[src/rtl/tcm_stats.sv]
module tcm_stats #(
   parameter int unsigned CNT_W   = 32,
   parameter int unsigned PENALTY = 14
) (
   input  logic             clk,
   input  logic             rst_n,
   input  logic             clear,
   input  logic             ev_valid,
   input  logic             ev_write,
   input  logic             ev_hit,
   input  logic             ev_wb,
   output logic [CNT_W-1:0] cnt_reads,
   output logic [CNT_W-1:0] cnt_read_miss,
   output logic [CNT_W-1:0] cnt_writes,
   output logic [CNT_W-1:0] cnt_write_miss,
   output logic [CNT_W-1:0] cnt_wb,
   output logic [CNT_W-1:0] stall_cycles
);

   localparam logic [CNT_W-1:0] PEN = CNT_W'(PENALTY);

   logic [CNT_W-1:0] stall_add;

   assign stall_add = (ev_hit ? '0 : PEN) + (ev_wb ? PEN : '0);

   always_ff @(posedge clk or negedge rst_n) begin
      if (!rst_n) begin
         cnt_reads      <= '0;
         cnt_read_miss  <= '0;
         cnt_writes     <= '0;
         cnt_write_miss <= '0;
         cnt_wb         <= '0;
         stall_cycles   <= '0;
      end else if (clear) begin
         cnt_reads      <= '0;
         cnt_read_miss  <= '0;
         cnt_writes     <= '0;
         cnt_write_miss <= '0;
         cnt_wb         <= '0;
         stall_cycles   <= '0;
      end else if (ev_valid) begin
         if (ev_write) begin
            cnt_writes <= cnt_writes + 1'b1;
            if (!ev_hit) cnt_write_miss <= cnt_write_miss + 1'b1;
         end else begin
            cnt_reads <= cnt_reads + 1'b1;
            if (!ev_hit) cnt_read_miss <= cnt_read_miss + 1'b1;
         end
         if (ev_wb) cnt_wb <= cnt_wb + 1'b1;
         stall_cycles <= stall_cycles + stall_add;
      end
   end

endmodule

[config.mk]
export PLATFORM = sky130hd
export DESIGN_NAME = tcm_stats
export DESIGN_NICKNAME = d
export VERILOG_FILES = /design/src/rtl/tcm_stats.sv
export SDC_FILE = /design/constraint.sdc
export NUM_CORES = 1
export LEC_CHECK = 0
export BUFFER_PORTS_ARGS = -buffer_cell sky130_fd_sc_hd__buf_2
export CELL_PAD_IN_SITES_DETAIL_PLACEMENT = 1
export CELL_PAD_IN_SITES_GLOBAL_PLACEMENT = 1
export CORE_MARGIN = 4
export CORE_UTILIZATION = 42
export DETAILED_ROUTE_END_ITERATION = 7
export PLACE_DENSITY = 0.82
export SYNTH_ARGS = -nofsm -noshare
export SYNTH_HDL_FRONTEND = slang
export SYNTH_SLANG_ARGS = --single-unit
[constraint.sdc]
create_clock -name clk -period 3.93 [get_ports clk]
set_input_delay 0.5895 -clock clk [delete_from_list [all_inputs] [get_ports clk]]
set_output_delay 0.5895 -clock clk [all_outputs]
set_load 0.05 [all_outputs]
==> impl_metrics.yaml <==
final_layout:
  utilization_pct: 51.2
  nFillCells: 2699
  diodes: 0
  area_delta_synth_final_pct: 18.9
  drive_gt1_share_pct: 20.7
  nets: 1243
  design_area_um2: 11700
setup_path:
  critPathLaunchType: "input pin"
  worstSetupStartpoint: "ev_hit"
  cp.arrival_ns: 3.29
  endpoint_kind: "register"
  cp_data_required_time_ns: 4.21
  path_class: "in2reg"
  reg2reg_from: "stall_cycles[2]"
  path_max_fanout: 9
run:
  maxCapViolations: 0
timing:
  max_freq_mhz: 333
  drv_slew: 0
  rsz0062_at_grt: "false"
  finalCriticalPeriod_ns: 3.01
  skew_ns: 0.0131
  hold_violations: 0
  fin_crit_sh_pct: 76.5
  setup-tns-final_ns: 0
  setup_violations: 0
  tightest_slew_ns: 1.04
  slew-limit-headroom_pct: 29.9
pwr:
  internal_power_uw: 2880
  power.density_nw_per_um2: 338
  clock_power_share_pct: 42.1
  p_leak_uw: 0.00540
  swShare_pct: 27.0
  irDropWorstVdd_v: 0.000279
  switching_power_uw: 1070
  pwr-share-seq_pct: 50.6
  p_comb_share_pct: 7.2
logic_synthesis:
  yosysSeqAreaShare_pct: 48.6
  synth_fp_nets: 1057
  synth_flop_cell: "dfrtp_1"
  synthCells: 1038
  synth_cell_types: 57
  syn_avg_cell_area_um2: 9.47
  synth_seq_cells: 191
  synth_area_um2: 9830
  synth_edf_count: 0
  async_flop_share_pct: 100
  yosysWarnings: 0
routing:
  drt-initial-drc-count: 401
  routedWlPerCell_um: 17.7
  via_count: 8367
  avgViaCountPerCell: 5.40
  first_pass_iters: 4
  drc: 0
  routed_wl_mm: 27.5
  drtAntennaViolNets: 0
clock_network:
  clock_sinks: 191
  cts_buffers: 17
  clk_pin_slew_ns: 0.08
  htree_levels: 4
  postCtsSetupRepairBufs: 0
  clk_path_buf_depth: 2
  clk_latency_ns: 0.43
  cts_resized: 0
  cts-root-buf: "clkbuf_16"
  cts_tree: "built"
  cts.hold.buffers_added: 0
grt:
  grt_max_degree: 92
  overflow: 0
  grt_pass1_vias: 8831
  grt_pass1_wl_mm: 46.1
  antenna_found_initial: 0
  grt.total_usage_pct: 21.5
floorplanning:
  fp.dieH_um: 161
  die_area_um2: 25900
  die_w_um: 161
  core_um2: 22800
  rows: 55
  ioPinCount: 199
  initial_core_util_pct: 43.0
placement:
  routabilityCongestion: 0.832
  io_buffers: 197
  postPlaceCellArea_um2: 11100
  dp_hpwl_mm: 19.6
worst_hold_path:
  hold_path_class: "in2async"
status:
  status: "finished, final reports clean"
[per-layer routing]
metal	routed length, um	track usage [%]
met1	12400	28.5
met4	471	5.74
met5	0	0
met2	13600	36.6
met3	1070	4.06
[critical path, cell delays in order]
cell       delay, ns
buf_2           0.14
inv_1           0.13
fa_1            0.56
ha_1            0.19
inv_1           0.07
fa_1            0.41
nand2b_1        0.22
a2111oi_2       0.37
buf_4           0.23
nand4_1         0.13
xor2_1          0.18
nor2_1          0.06
[placed cells by master (no fill, tap or decap), types with 29 or more instances in the layout]
| cell | netlist | final |
|---|---|---|
| nand4_1 | 66 | 66 |
| nand3_1 | 60 | 60 |
| buf_2 | 3 | 195 |
| xor2_1 | 90 | 90 |
| nor2_1 | 188 | 188 |
| xnor2_1 | 70 | 70 |
| dfrtp_1 | 191 | 191 |
| a21oi_1 | 29 | 29 |
| nand2_1 | 73 | 73 |
[cell families after synthesis]
group	after synthesis	share of synthesized area (%)
AOI/OAI and AO/OA	69	4.50
xor gates and xnor gates	160	14.3
adders and majority gates	12	1.83
buffers and inverters	66	2.72
DFF	191	48.6
muxes	6	0.636
other	1	0.0381
and+or+nand+nor	533	27.4
[worst paths after layout]
| path | endpoint | slack [ns] | cells past startpoint |
|---|---|---|---|
| setup / recovery | stall_cycles[24] | 0.92 | 12 |
| hold / removal | cnt_read_miss[15] | 0.22 | 1 |
| setup reg to reg | stall_cycles[24] | 1.02 | 10 |
| hold reg to reg | cnt_write_miss[31] | 0.54 | 2 |
| max in group asynchronous | cnt_reads[1] | 2.82 | 2 |
| min in group clk | cnt_write_miss[20] | 0.53 | 2 |
[area by class of cell]
class / instances / area, um^2 / area share (%)
timing repair buffer: 205 / 1070 / 9.18
clock buffer: 18 / 429 / 3.67
inverter: 28 / 105 / 0.899
tap: 313 / 392 / 3.35
multi-input combinational: 781 / 4790 / 40.9
sequential: 191 / 4780 / 40.9
clock inverter: 14 / 129 / 1.10
[synth_stat cells, types with 2 or more instances]
cell type,count,area share (%)
nor2b_1,4,0.25
nor2_1,188,7.2
inv_1,27,1.0
mux2i_1,4,0.41
nand3_1,60,3.1
xnor2_1,70,6.2
fa_1,4,0.81
nor4_1,27,1.7
xor2_1,90,8.0
ha_1,8,1.0
a211oi_1,5,0.38
nor4_2,2,0.25
buf_4,2,0.15
and2_1,6,0.38
a21oi_1,29,1.5
nand2_1,73,2.8
clkbuf_1,29,1.1
nand2b_1,2,0.13
mux2_2,2,0.23
nor4bb_1,2,0.20
nor3_1,26,1.3
and4_1,15,1.3
o21ai_0,22,1.1
or2_2,3,0.19
dfrtp_1,191,49
nand4_1,66,4.2
or3_1,20,1.3
buf_1,2,0.076
buf_2,3,0.15
o211ai_1,4,0.31
and3_1,25,1.6
a2111oi_4,2,0.56
[state kept, by name, indices dropped and copies added (netlist names)]
| name | count |
|---|---|
| cnt_read_miss | 32 |
| cnt_reads | 32 |
| cnt_wb | 32 |
| cnt_write_miss | 32 |
| cnt_writes | 32 |
| stall_cycles | 31 |
[metrics by stage]
step | setup slack [ns] | std cells | power [uW] | hold WS (ns)
2_1_floorplan | 0.738 | 1038 | 2220 | 0.294
3_3_place_gp | 0.586 | 1518 | 2320 | 0.519
3_5_place_dp | 0.454 | 1518 | 2330 | 0.529
4_1_cts | 0.917 | 1550 | 4010 | 0.250
5_1_grt | 0.753 | 1550 | 4130 | 0.277
6_report | 0.923 | 1550 | 3950 | 0.217
[power by group through the flow]
stage / Clock [uW] / Combinational, uW / Sequential, uW
2_1_floorplan: 0 / 128 / 2090
3_3_place_gp: 0 / 280 / 2040
3_5_place_dp: 0 / 290 / 2040
4_1_cts: 1720 / 292 / 2000
5_1_grt: 1810 / 318 / 2000
6_report: 1670 / 286 / 2000
No activity file was read; power rests on OpenSTA's default activity.
